===== src/rtl/secded_pkg.sv =====
package secded_pkg;
  localparam int CHK_MAX = 8;

  // idx-th odd-weight (>=3) column in ascending order of weight, then value
  function automatic logic [CHK_MAX-1:0] hsiao_col(input int idx, input int chk_w);
    int n;
    logic [CHK_MAX-1:0] r;
    n = 0;
    r = '0;
    for (int w = 3; w <= chk_w; w += 2) begin
      for (int v = 0; v < (1 << chk_w); v++) begin
        if ($countones(v) == w && n <= idx) begin
          r = v[CHK_MAX-1:0];
          n++;
        end
      end
    end
    return r;
  endfunction
endpackage


===== src/rtl/secded_enc.sv =====
module secded_enc #(
  parameter int DATA_W = 16,
  parameter int CHK_W  = 6,
  parameter logic [CHK_W-1:0] INV_MASK = CHK_W'(12)
) (
  input  logic [DATA_W-1:0] data_i,
  output logic [CHK_W-1:0]  chk_o
);
  logic [CHK_W-1:0] col [DATA_W];

  for (genvar gi = 0; gi < DATA_W; gi++) begin : g_col
    localparam logic [secded_pkg::CHK_MAX-1:0] COL = secded_pkg::hsiao_col(gi, CHK_W);
    assign col[gi] = COL[CHK_W-1:0];
  end

  always_comb begin
    chk_o = INV_MASK;
    for (int i = 0; i < DATA_W; i++) chk_o ^= col[i] & {CHK_W{data_i[i]}};
  end
endmodule


===== src/rtl/secded_bytepar.sv =====
module secded_bytepar #(
  parameter int DATA_W = 16,
  localparam int NBYTES = DATA_W / 8
) (
  input  logic [DATA_W-1:0] data_i,
  input  logic [NBYTES-1:0] par_i,
  input  logic              en_i,
  output logic              err_o
);
  logic [NBYTES-1:0] bad;

  for (genvar gb = 0; gb < NBYTES; gb++) begin : g_byte
    assign bad[gb] = ^{data_i[8*gb +: 8], par_i[gb]};
  end

  assign err_o = en_i & |bad;
endmodule


===== src/rtl/secded_dec.sv =====
module secded_dec #(
  parameter int DATA_W = 16,
  parameter int CHK_W  = 6
) (
  input  logic [DATA_W-1:0] data_i,
  input  logic [CHK_W-1:0]  chk_rd_i,
  input  logic [CHK_W-1:0]  chk_gen_i,
  input  logic              fix_i,
  output logic [CHK_W-1:0]  syn_o,
  output logic [DATA_W-1:0] data_o,
  output logic              any_o,
  output logic              single_o,
  output logic              double_o
);
  logic [CHK_W-1:0]  col [DATA_W];
  logic [DATA_W-1:0] hit;
  logic              chk_hit;

  for (genvar gi = 0; gi < DATA_W; gi++) begin : g_col
    localparam logic [secded_pkg::CHK_MAX-1:0] COL = secded_pkg::hsiao_col(gi, CHK_W);
    assign col[gi] = COL[CHK_W-1:0];
    assign hit[gi] = (syn_o == col[gi]);
  end

  assign syn_o    = chk_rd_i ^ chk_gen_i;
  assign chk_hit  = (syn_o != '0) && ((syn_o & (syn_o - 1'b1)) == '0);
  assign any_o    = (syn_o != '0);
  assign single_o = (|hit) | chk_hit;
  assign double_o = any_o & ~single_o;
  // check-bit hits never touch data
  assign data_o   = fix_i ? (data_i ^ hit) : data_i;
endmodule


===== src/rtl/secded16.sv =====
module secded16 #(
  parameter int DATA_W = 16,
  parameter int CHK_W  = 6,
  parameter logic [CHK_W-1:0] INV_MASK = CHK_W'(12),
  localparam int NBYTES = DATA_W / 8
) (
  input  logic              clk_i,
  input  logic              rst_ni,
  input  logic [DATA_W-1:0] wr_data_i,
  input  logic [NBYTES-1:0] wr_par_i,
  input  logic              par_chk_en_i,
  output logic [CHK_W-1:0]  wr_chk_o,
  output logic              par_err_o,
  input  logic              rd_valid_i,
  input  logic [DATA_W-1:0] rd_data_i,
  input  logic [CHK_W-1:0]  rd_chk_i,
  input  logic              mode_i,
  output logic              rd_valid_o,
  output logic [DATA_W-1:0] rd_data_o,
  output logic [CHK_W-1:0]  syndrome_o,
  output logic              err_any_o,
  output logic              err_single_o,
  output logic              err_double_o
);
  logic [CHK_W-1:0]  regen;
  logic [CHK_W-1:0]  syn_d;
  logic [DATA_W-1:0] data_d;
  logic              any_d, single_d, double_d;

  secded_enc #(.DATA_W(DATA_W), .CHK_W(CHK_W), .INV_MASK(INV_MASK)) u_enc_wr (
    .data_i(wr_data_i), .chk_o(wr_chk_o)
  );

  secded_bytepar #(.DATA_W(DATA_W)) u_par (
    .data_i(wr_data_i), .par_i(wr_par_i), .en_i(par_chk_en_i), .err_o(par_err_o)
  );

  secded_enc #(.DATA_W(DATA_W), .CHK_W(CHK_W), .INV_MASK(INV_MASK)) u_enc_rd (
    .data_i(rd_data_i), .chk_o(regen)
  );

  secded_dec #(.DATA_W(DATA_W), .CHK_W(CHK_W)) u_dec (
    .data_i(rd_data_i), .chk_rd_i(rd_chk_i), .chk_gen_i(regen), .fix_i(mode_i),
    .syn_o(syn_d), .data_o(data_d), .any_o(any_d), .single_o(single_d),
    .double_o(double_d)
  );

  always_ff @(posedge clk_i or negedge rst_ni) begin
    if (!rst_ni) begin
      rd_valid_o   <= 1'b0;
      rd_data_o    <= '0;
      syndrome_o   <= '0;
      err_any_o    <= 1'b0;
      err_single_o <= 1'b0;
      err_double_o <= 1'b0;
    end else begin
      rd_valid_o <= rd_valid_i;
      if (rd_valid_i) begin
        rd_data_o    <= data_d;
        syndrome_o   <= syn_d;
        err_any_o    <= any_d;
        err_single_o <= single_d;
        err_double_o <= double_d;
      end
    end
  end
endmodule


===== config.mk =====
export PLATFORM = sky130hd
export DESIGN_NAME = secded16
export DESIGN_NICKNAME = d
export VERILOG_FILES = /design/src/rtl/secded_pkg.sv /design/src/rtl/secded_enc.sv /design/src/rtl/secded_bytepar.sv /design/src/rtl/secded_dec.sv /design/src/rtl/secded16.sv
export SDC_FILE = /design/constraint.sdc
export NUM_CORES = 1
export LEC_CHECK = 0
export BUFFER_PORTS_ARGS = -buffer_cell sky130_fd_sc_hd__buf_4
export CORE_MARGIN = 1
export CORE_UTILIZATION = 51
export CTS_CLUSTER_DIAMETER = 80
export DETAILED_ROUTE_END_ITERATION = 10
export GPL_TIMING_DRIVEN = 0
export PLACE_DENSITY_LB_ADDON = 0.15
export RECOVER_POWER = 100
export SETUP_SLACK_MARGIN = 0.05
export SYNTH_ARGS = -nofsm -noshare
export SYNTH_HDL_FRONTEND = slang
export SYNTH_SLANG_ARGS = --single-unit

===== constraint.sdc =====
create_clock -name clk_i -period 1.7 [get_ports clk_i]
set_input_delay 0.34 -clock clk_i [delete_from_list [all_inputs] [get_ports clk_i]]
set_output_delay 0.34 -clock clk_i [all_outputs]
set_load 0.02 [all_outputs]

==> run metrics, run 1 <==
status=did not finish; Fail Step=global routing (5_1_grt); Stop Error=[ERROR DPL-0038] Utilization greater than 100%, impossible to legalize; row count=23; FF+latch count, synth=26; Clock Path Buffers=2; RD Place Congestion=0.915; synthesized instance count=236; DP Wirelength=4.49 mm; CTS Buf Count=3; prevailing post-synth register cell=dfrtp_1; Post-synth EDFFs=0; die height=68.3 um; Port Buffers=77; die width=68.3 um; synthesized net count=281; cell area after synthesis=0.00224 sq mm; Synthesis Warnings=0; I/O pins=78; worst setup endpoint GRT=err_double_o$_DFFE_PN0P_/D; H-tree depth=1; Post-Syn Area per Cell=9.49 sq um; dpl cells=363; count of cell types in the netlist=37; Worst End Pin Type=register input; largest net degree at the start of global routing=27; fraction of registers with async set/reset=100%; CTS sink cnt=26; Initial Utilization=54.4%; Seq/Total Area, Yosys=29.1%; root buf cell=clkbuf_8
==> per-stage QoR <==
| step | TNS [ns] | cell area, sq um | worst slack (ns) |
|---|---|---|---|
| 2_1_floorplan | -9.58 | 2320 | -0.711 |
| 3_3_place_gp | -18.88 | 2960 | -1.15 |
| 3_5_place_dp | -19.25 | 2960 | -1.19 |
| 4_1_cts | -10.44 | 3580 | -0.730 |
==> cells by family after synthesis <==
| group | share of synthesized area, % |
|---|---|
| AOI/OAI and AO/OA | 8.66 |
| DFF | 29.1 |
| buffers and inverters | 2.12 |
| and+or+nand+nor | 14.7 |
| xor gates and xnor gates | 43.0 |
| muxes | 2.40 |
==> cells in the mapped netlist, types with 2 or more instances <==
cell type   n  area share (%)
xnor2_1    56              22
nor2_1     32             5.4
dfrtp_1    26              29
a21oi_1    21             4.7
xor2_1     20             7.8
nand2_1    12             2.0
nor3_1      7             1.6
clkbuf_1    6             1.0
xnor3_1     5             5.0
nand4_1     4             1.1
xor3_1      4             4.2
a31oi_1     3            0.84
inv_1       3            0.50
mux2_2      3             1.5
nand3_1     3            0.67
nor4_1      3            0.84
o31ai_1     3             1.0
buf_2       2            0.45
mux2i_1     2            0.89
nor2b_1     2            0.56
o21ai_0     2            0.45
xor3_2      2             2.2
==> repair_timing <==
item | 4_1_cts
setup endpoints to repair | 27
hold buffers | 1
resized for setup | 71
cloned | 0
pin swaps | 44
buffers inserted | 19
hold endpoints to repair | 26
==> run 2, diff against run 1 <==
Settings changed: CORE_UTILIZATION 51 to 40, CTS_CLUSTER_DIAMETER 80 to unset, SETUP_SLACK_MARGIN 0.05 to unset.
==> run metrics, run 2 <==
worst slew pin tran=0.692 ns; Crit Path Class=input port to flop; synthesized net count=281 (unchanged); compound-gate portion of the synthesized area=8.66% (unchanged); PwrDens=1170 mW/mm^2; DP Wirelength=4.63 mm (was 4.49 mm); CP endpoint kind=flop; type of origin of the critical path=input port; FF+latch count, synth=26 (unchanged); cell area after synthesis=0.00224 sq mm (unchanged); initial antenna violation count=0; clock input transition at the sequential cells of the worst setup and hold paths=0.10 ns; vias per cell=5.14; fraction of registers with async set/reset=100% (unchanged); gr usage total=22.5%; Max-slew headroom=53.9%; Synth area leaders=dfrtp_1 (29%), xnor2_1 (22%), xor2_1 (7.8%), nor2_1 (5.4%), xnor3_1 (5.0%) (unchanged); die area=0.00590 sq mm; die height=76.8 um (was 68.3 um); Setup WS post-layout=-0.655 ns; Post-Syn Area per Cell=9.49 sq um (unchanged); status=finished with violations (was did not finish); Slew Limit Fails=0; area delta synth->final=67.7%; root buf cell=clkbuf_8 (unchanged); dpl cells=383 (was 363); vias in the first global route=2065; Post-synth EDFFs=0 (unchanged); Worst Skew=0 ns; prevailing post-synth register cell=dfrtp_1 (unchanged); Data required, critical path=1.84 ns; CTS tree=built; count of cell types in the netlist=37 (unchanged); adder and majority gate portion of the synthesized area=0% (unchanged); largest register by flop count=rd_data_o; most common cell after layout, fill and taps aside=buf_4; placeable core area=0.00524 sq mm; leakage power=1.54 nW; critical path data arrival time=2.50 ns; CTS sink cnt=26 (unchanged); fin crit share=139%; xor-xnor portion of the synthesized cell area=43.0% (unchanged); most frequent cells in the layout=buf_4 (57), xnor2_1 (42), clkbuf_1 (30); # setup viols final=20; Clock Path Buffers=2 (unchanged); Routed Antenna Nets=0; final core occ=71.7%; hold_ws=0.202 ns; die width=76.8 um (was 68.3 um); Final nets=396; layout cells sized above 1=43.7%; Diodes inserted=0; Vias=2158; CTS Buf Count=3 (unchanged); DRC=0; Hold Crit Class=input port to flop; f_max=425 MHz; Max VDD drop=0.000811 V; worst-path fanout max=4; Synthesis Warnings=0 (unchanged); largest family of logic cells by synthesized area=XOR/XNOR gates (unchanged); TritonRoute pass-1 iters=4; Post-Synth Simple-Gate Area=14.7% (unchanged); largest net degree at the start of global routing=27; grt total ovfl=0; DP Worst Slack=-1.19 ns (about the same); top flop regs=rd_data_o x16, syndrome_o x6; RSZ-0062 raised after global routing=yes; Routed wire per std cell=17.1 um; WL final=7.20 mm; Placed Area=0.00298 sq mm (was 0.00296 sq mm); fin crit period=2.36 ns; max reg flops=16; starting DRC count in detailed routing=72; post-synth top area share=29.1% (unchanged); Initial Utilization=42.8% (was 54.4%); Design Area, Final=0.00375 sq mm; synthesized instance count=236 (unchanged); Hold Fails Final Rpt=0; Commonest cells post-synth=xnor2_1 (56), nor2_1 (32), dfrtp_1 (26), a21oi_1 (21), xor2_1 (20) (unchanged); row count=26 (was 23); mux share of post-synthesis cell area=2.40% (unchanged); final cell count without fillers=420; Port Buffers=77 (unchanged); Seq/Total Area, Yosys=29.1% (unchanged); max capacitance violation total=0; failing checks=setup timing; first-pass GRT wire length=10.4 mm; Synth area leader=dfrtp_1 (unchanged); I/O pins=78 (unchanged); latest clock arrival within the worst-skew pair=0.27 ns; H-tree depth=1 (unchanged); count leader, synth=xnor2_1 (unchanged); RD Place Congestion=0.817 (was 0.915)
[run 2: cell counts after synthesis]
Identical to the previous run, type by type.
[run 2: logic make-up after synthesis]
kind of cell | count (synthesis)
AOI/OAI and AO/OA | 34
xor gates and xnor gates | 89
buffers and inverters | 12
DFF | 26
muxes | 5
and+or+nand+nor | 70
[run 2: worst paths after layout]
kind	cells after the start	to	slack (ns)	startpoint
worst min register to register	1	syndrome_o[3]	0.52	syndrome_o[3]
worst min-delay path	1	rd_valid_o	0.20	rd_valid_i
max in group asynchronous	2	rd_data_o[13]	0.62	rst_ni
min in group asynchronous	2	syndrome_o[4]	0.63	rst_ni
worst max register to register	1	syndrome_o[2]	0.96	syndrome_o[2]
worst max-delay path	9	err_double_o	-0.66	rd_data_i[1]
[run 2: metrics by stage]
| step | power (mW) | setup TNS, ns |
|---|---|---|
| 4_1_cts | 4.04 | -8.01 |
| 3_3_place_gp | 3.03 | -19.70 |
| 3_5_place_dp | 3.05 | -20.14 |
| 6_report | 4.39 | -8.48 |
| 2_1_floorplan | 2.34 | -9.58 |
| 5_1_grt | 4.62 | -10.31 |
[run 2: layer usage]
metal	routed length, um	GRT usage (%)	vias to the layer above
met3	319	2.38	10
met4	78	4.42	0
met1	2980	30.3	1055
met2	3820	39.0	71
met5	0	0	-
li1	-	-	1022
[run 2: what timing repair did]
item | in CTS | in global routing
resized for setup | 63 | 44
setup endpoints to repair | 25 | 26
gates cloned | 0 | 0
hold endpoints to repair | 26 | 0
setup buffers | 22 | 10
hold buffers | 1 | 0
pin swaps | 29 | 36
[run 2: final cells by class]
class	instances	area (sq um)
multi-input combinational	198	2040
fill	389	1480
timing repair buffer	110	846
sequential	26	651
tap	70	87.6
buffer	9	63.8
clock buffer	4	55.1
inverter	3	11.3
[run 2: critical path: stages]
cell      delay [ns]
buf_8           0.09
xor3_1          0.41
xnor3_2         0.38
xor2_4          0.20
or4_4           0.56
a21boi_2        0.18
o31ai_2         0.10
nand4_1         0.14
o22ai_1         0.09
[run 2: power breakdown]
part / internal (mW) / switching, mW / total (mW)
Clock: 0.207 / 0.205 / 0.413
Sequential: 0.752 / 0.0700 / 0.822
Combinational: 1.47 / 1.69 / 3.16
No activity file was read; power rests on OpenSTA's default activity.
==> run 3, diff against run 2 <==
Settings changed: CORE_UTILIZATION 40 to 23.
==> run metrics, run 3 (same netlist as run 2, synthesis figures left out) <==
first-pass GRT wire length=11.3 mm (was 10.4 mm); placeable core area=0.00933 sq mm (was 0.00524 sq mm); sequential fraction of design power=18.4% (was 18.7%); row count=35 (was 26); max reg flops=16 (unchanged); Crit Path Class=input port to flop (unchanged); Diodes inserted=0 (unchanged); Combinational Power Share=72.8% (was 71.9%); DP Wirelength=5.20 mm (was 4.63 mm); RSZ-0062 raised after global routing=yes (unchanged); gr usage total=14.3% (was 22.5%); latest clock arrival within the worst-skew pair=0.27 ns (about the same); Initial Utilization=24.0% (was 42.8%); clock power share=8.9% (was 9.4%); I/O pins=78 (unchanged); grt total ovfl=0 (unchanged); most common cell after layout, fill and taps aside=buf_4 (unchanged); worst-path fanout max=4 (unchanged); WL final=7.23 mm (was 7.20 mm); critical path's top delay family=XOR/XNOR gates (unchanged); DRC=0 (unchanged); Setup TNS=-8.48 ns (about the same); Port Buffers=77 (unchanged); die height=101 um (was 76.8 um); hold_ws=0.205 ns (was 0.202 ns); fin crit share=135% (was 139%); cells along the critical path=buf_8 -> xor3_2 -> xor3_2 -> xnor2_4 -> or4_4 -> a21boi_2 -> o31ai_2 -> nand4_1 -> o22ai_1 (was buf_8 -> xor3_1 -> xnor3_2 -> xor2_4 -> or4_4 -> a21boi_2 -> o31ai_2 -> nand4_1 -> o22ai_1); RR Startpoint=syndrome_o[3] (was syndrome_o[2]); CP max stage cell=or4_4 (unchanged); Final nets=402 (was 396); Routed wire per std cell=14.9 um (was 17.1 um); crit-path max cell delay=0.55 ns (was 0.56 ns); CP endpoint=err_double_o (unchanged); root buf cell=clkbuf_8 (unchanged); fin crit period=2.29 ns (was 2.36 ns); Routed Antenna Nets=0 (unchanged); NetSw=1.97 mW (about the same); Data required, critical path=1.84 ns (about the same); starting DRC count in detailed routing=76 (was 72); leakage power=1.61 nW (was 1.54 nW); f_max=437 MHz (was 425 MHz); Crit. Startpoint=rd_data_i[12] (was rd_data_i[1]); Clock Path Buffers=2 (unchanged); Hold Fails Final Rpt=0 (unchanged); initial antenna violation count=0 (unchanged); Worst Skew=0 ns (unchanged); type of origin of the critical path=input port (unchanged); CTS tree=built (unchanged); Vias=2118 (was 2158); layout cells sized above 1=47.8% (was 43.7%); H-tree depth=1 (unchanged); most frequent cell on the critical path=xor3_2; critical path data arrival time=2.43 ns (was 2.50 ns); TritonRoute pass-1 iters=7 (was 4); Hold Crit Class=input port to flop (unchanged); Int Power=2.49 mW (was 2.42 mW); largest register by flop count=rd_data_o (unchanged); switch share=44.2% (was 44.8%); area delta synth->final=77.0% (was 67.7%); r2r setup slk=0.94 ns (was 0.96 ns); die area=0.0101 sq mm (was 0.00590 sq mm); CP endpoint kind=flop (unchanged); Slew Limit Fails=0 (unchanged); RD Place Congestion=0.788 (was 0.817); CTS Buf Count=3 (unchanged); max capacitance violation total=0 (unchanged); Levels on crit path=9 (unchanged); cells on worst reg2reg path=1 (unchanged); CTS sink cnt=26 (unchanged); failing checks=setup timing (unchanged); clock input transition at the sequential cells of the worst setup and hold paths=0.09 ns (was 0.10 ns); vias per cell=4.37 (was 5.14); worst slew pin tran=0.644 ns (was 0.692 ns); top flop regs=rd_data_o x16, syndrome_o x6 (unchanged); DP Worst Slack=-1.21 ns (was -1.19 ns); Buf/Inv on CP=1 (unchanged); vias in the first global route=2152 (was 2065); largest net degree at the start of global routing=27 (unchanged); RR Endpoint=syndrome_o[3] (was syndrome_o[2]); most frequent cells in the layout=buf_4 (64), xnor2_1 (35), clkbuf_1 (30) (was buf_4 (57), xnor2_1 (42), clkbuf_1 (30)); die width=101 um (was 76.8 um); PwrDens=1130 mW/mm^2 (was 1170 mW/mm^2); Setup WS post-layout=-0.590 ns (was -0.655 ns); # setup viols final=21 (was 20); Max-slew headroom=57.1% (was 53.9%); Max VDD drop=0.000473 V (was 0.000811 V); status=finished with violations (unchanged)
run 3: power by group through the flow:
stage / Clock [mW] / Sequential (mW) / Combinational (mW)
3_3_place_gp: 0 / 0.838 / 2.24
3_5_place_dp: 0 / 0.838 / 2.24
2_1_floorplan: 0 / 0.999 / 1.34
5_1_grt: 0.432 / 0.837 / 3.45
4_1_cts: 0.404 / 0.826 / 2.96
6_report: 0.395 / 0.819 / 3.25
run 3: worst min path at each step:
stage | from | endpoint | cells after the start
finish | rd_valid_i | rd_valid_o | 1
global route | rd_valid_i | rd_valid_o | 1
CTS | rd_valid_i | rd_valid_o | 1
detailed placement | rst_ni | syndrome_o[3] | 1
global placement | rst_ni | syndrome_o[3] | 1
floorplan | rst_ni | err_any_o | 0
run 3: final cells by class:
cell class	instances	area [sq um]
Fill cell	904	5360
Multi-Input combinational cell	198	2130
Timing Repair Buffer	116	898
Sequential cell	26	651
Tap cell	129	161
Buffer	9	60.1
Clock buffer	4	55.1
Inverter	3	11.3
run 3: metrics by stage:
stage | instances | utilization [%] | power [mW] | instance area [sq um]
finish | 485 | 42.5 | 4.46 | 3960
floorplan | 236 | - | 2.34 | 2320
CTS | 473 | 39.7 | 4.19 | 3710
global route | 485 | 42.5 | 4.72 | 3960
detailed placement | 442 | 32.8 | 3.08 | 3060
global placement | 442 | 32.8 | 3.08 | 3060
run 3: layer usage:
metal	part of all wire (%)	global-route usage (%)	wire, um	vias to the layer above
met5	0	0	0	-
met2	51	24.6	3670	52
met4	0.65	3.01	47	0
li1	-	-	-	1038
met1	45	19.6	3270	1026
met3	3.3	1.04	242	2
run 3: repair_timing:
action | in CTS | in global routing
setup buffers | 26 | 12
gates cloned | 1 | 0
gates resized for setup | 74 | 48
hold buffers | 1 | 0
pin swaps | 45 | 41
endpoints found under the setup margin | 26 | 27
endpoints found under the hold margin | 26 | 0
==> run 4, diff against run 3 <==
--- a/config.mk
+++ b/config.mk
@@ -8,2 +8,3 @@
 export BUFFER_PORTS_ARGS = -buffer_cell sky130_fd_sc_hd__buf_4
+export CAP_MARGIN = 20
 export CORE_MARGIN = 1
@@ -14,2 +15,3 @@
 export RECOVER_POWER = 100
+export SKIP_CTS_REPAIR_TIMING = 1
 export SYNTH_ARGS = -nofsm -noshare
--- a/constraint.sdc
+++ b/constraint.sdc
@@ -3,2 +3,2 @@
 set_output_delay 0.34 -clock clk_i [all_outputs]
-set_load 0.02 [all_outputs]
+set_load 0.1 [all_outputs]
==> run metrics, run 4 (same netlist as run 2, synthesis figures left out) <==
Setup WS post-layout=-0.812 ns (was -0.590 ns); Clock Path Buffers=2 (unchanged); H-tree depth=1 (unchanged); most common cell after layout, fill and taps aside=buf_4 (unchanged); vias per cell=4.34 (was 4.37); grt total ovfl=0 (unchanged); fin crit share=148% (was 135%); die area=0.0101 sq mm (unchanged); Diodes inserted=0 (unchanged); DP Wirelength=5.42 mm (was 5.20 mm); Worst Skew=0 ns (unchanged); status=finished with violations (unchanged); Initial Utilization=24.0% (unchanged); failing checks=setup timing (unchanged); CTS Buf Count=3 (unchanged); Max VDD drop=0.00111 V (was 0.000473 V); DRC=0 (unchanged); PwrDens=1460 mW/mm^2 (was 1130 mW/mm^2); Slew Limit Fails=0 (unchanged); # setup viols final=25 (was 21); critical path data arrival time=2.66 ns (was 2.43 ns); Data required, critical path=1.85 ns (was 1.84 ns); Vias=2029 (was 2118); CTS tree=built (unchanged); root buf cell=clkbuf_8 (unchanged); DP Worst Slack=-1.21 ns (about the same); final cell count without fillers=467 (was 485); leakage power=1.68 nW (was 1.61 nW); met3 Use GR=2.77% (was 1.04%); f_max=398 MHz (was 437 MHz); CP endpoint kind=flop (unchanged); starting DRC count in detailed routing=51 (was 76); GRT Max-Usage Layer=met2 (unchanged); CTS sink cnt=26 (unchanged); grt met1 use=19.0% (was 19.6%); Routed Antenna Nets=0 (unchanged); max capacitance violation total=0 (unchanged); TritonRoute pass-1 iters=4 (was 7); first-pass GRT wire length=10.5 mm (was 11.3 mm); clock input transition at the sequential cells of the worst setup and hold paths=0.10 ns (was 0.09 ns); fin crit period=2.51 ns (was 2.29 ns); WL final=6.99 mm (was 7.23 mm); row count=35 (unchanged); hold wc startpoint=rd_valid_i (unchanged); largest net degree at the start of global routing=27 (unchanged); worst-path fanout max=3 (was 4); Hold Fails Final Rpt=0 (unchanged); met2 Usage GRT=21.9% (was 24.6%); Placed Area=0.00345 sq mm (was 0.00306 sq mm); die width=101 um (unchanged); type of origin of the critical path=input port (unchanged); placeable core area=0.00933 sq mm (unchanged); most frequent cells in the layout=buf_4 (48), xnor2_1 (29), clkbuf_2 (27) (was buf_4 (64), xnor2_1 (35), clkbuf_1 (30)); RSZ-0062 raised after global routing=yes (unchanged); Max-slew headroom=53.6% (was 57.1%); Power, Total=5.93 mW (was 4.46 mW); worst slew pin tran=0.697 ns (was 0.644 ns); vias in the first global route=1991 (was 2152); Routed wire per std cell=15.0 um (was 14.9 um); I/O pins=78 (unchanged); latest clock arrival within the worst-skew pair=0.28 ns (was 0.27 ns); Crit. Startpoint=rd_data_i[12] (unchanged); Final nets=384 (was 402); area delta synth->final=81.6% (was 77.0%); Crit Path Class=input port to flop (unchanged); die height=101 um (unchanged); gr usage total=13.4% (was 14.3%); dpl cells=442 (unchanged); layout cells sized above 1=53.0% (was 47.8%); top flop regs=rd_data_o x16, syndrome_o x6 (unchanged); Port Buffers=77 (unchanged); RR Startpoint=syndrome_o[3] (unchanged); max reg flops=16 (unchanged); Design Area, Final=0.00407 sq mm (was 0.00396 sq mm); final core occ=43.6% (was 42.5%); RD Place Congestion=0.797 (was 0.788); largest register by flop count=rd_data_o (unchanged); initial antenna violation count=0 (unchanged); Hold Crit Class=input port to flop (unchanged)
[run 4: cell types whose count changed in the layout (fill, tap and decap cells not counted), moves of 6 or more]
cell | previous run | this run
clkbuf_1 | 30 | 4
xnor2_1 | 35 | 29
xnor2_4 | 9 | 18
clkbuf_2 | 1 | 27
buf_12 | 1 | 10
buf_4 | 64 | 48
buf_6 | 17 | 10
[run 4: per-stage QoR]
step / setup TNS [ns] / hold slack (ns)
after CTS: -13.36 / -0.0363
after global placement: -20.68 / 0.279
after floorplan: -10.97 / 0.0444
final: -11.37 / 0.193
after detailed placement: -20.38 / 0.284
after global routing: -13.09 / 0.175
[run 4: final cells by class]
class / instances / area [sq um]
Buffer: 9 / 52.6
Clock buffer: 3 / 41.3
Clock inverter: 1 / 30.0
Fill cell: 910 / 5260
Inverter: 3 / 11.3
Multi-Input combinational cell: 198 / 2260
Sequential cell: 26 / 651
Tap cell: 129 / 161
Timing Repair Buffer: 98 / 860
[run 4: worst paths after layout]
kind	cells past startpoint	to	slack, ns
max in group asynchronous	2	rd_data_o[10]	0.61
min	1	rd_valid_o	0.19
max reg2reg	1	syndrome_o[3]	0.93
min reg2reg	1	err_single_o	0.49
max	9	err_double_o	-0.81
min in group asynchronous	2	syndrome_o[5]	0.63
[run 4: worst max-delay path, cell delays in order]
cell and delay (ns):
buf_8 0.10, xor3_2 0.40, xor3_2 0.55, xor2_4 0.22, or4_4 0.49, a21oi_2 0.17, o311ai_2 0.13, nand4_1 0.16
o22ai_1 0.10
[run 4: where the power goes]
part / total (mW) / leakage (nW) / switching (mW) / internal [mW]
registers: 0.828 / 0.291 / 0.0760 / 0.752
clock network: 0.524 / 0.0357 / 0.209 / 0.315
logic: 4.58 / 1.35 / 2.91 / 1.68
total: 5.93 / 1.68 / 3.19 / 2.74
[run 4: layer usage]
metal | share of wire [%] | vias up
met1 | 45 | 986
met4 | 0.27 | 0
met3 | 4.5 | 2
met5 | 0 | -
met2 | 51 | 44
li1 | - | 997
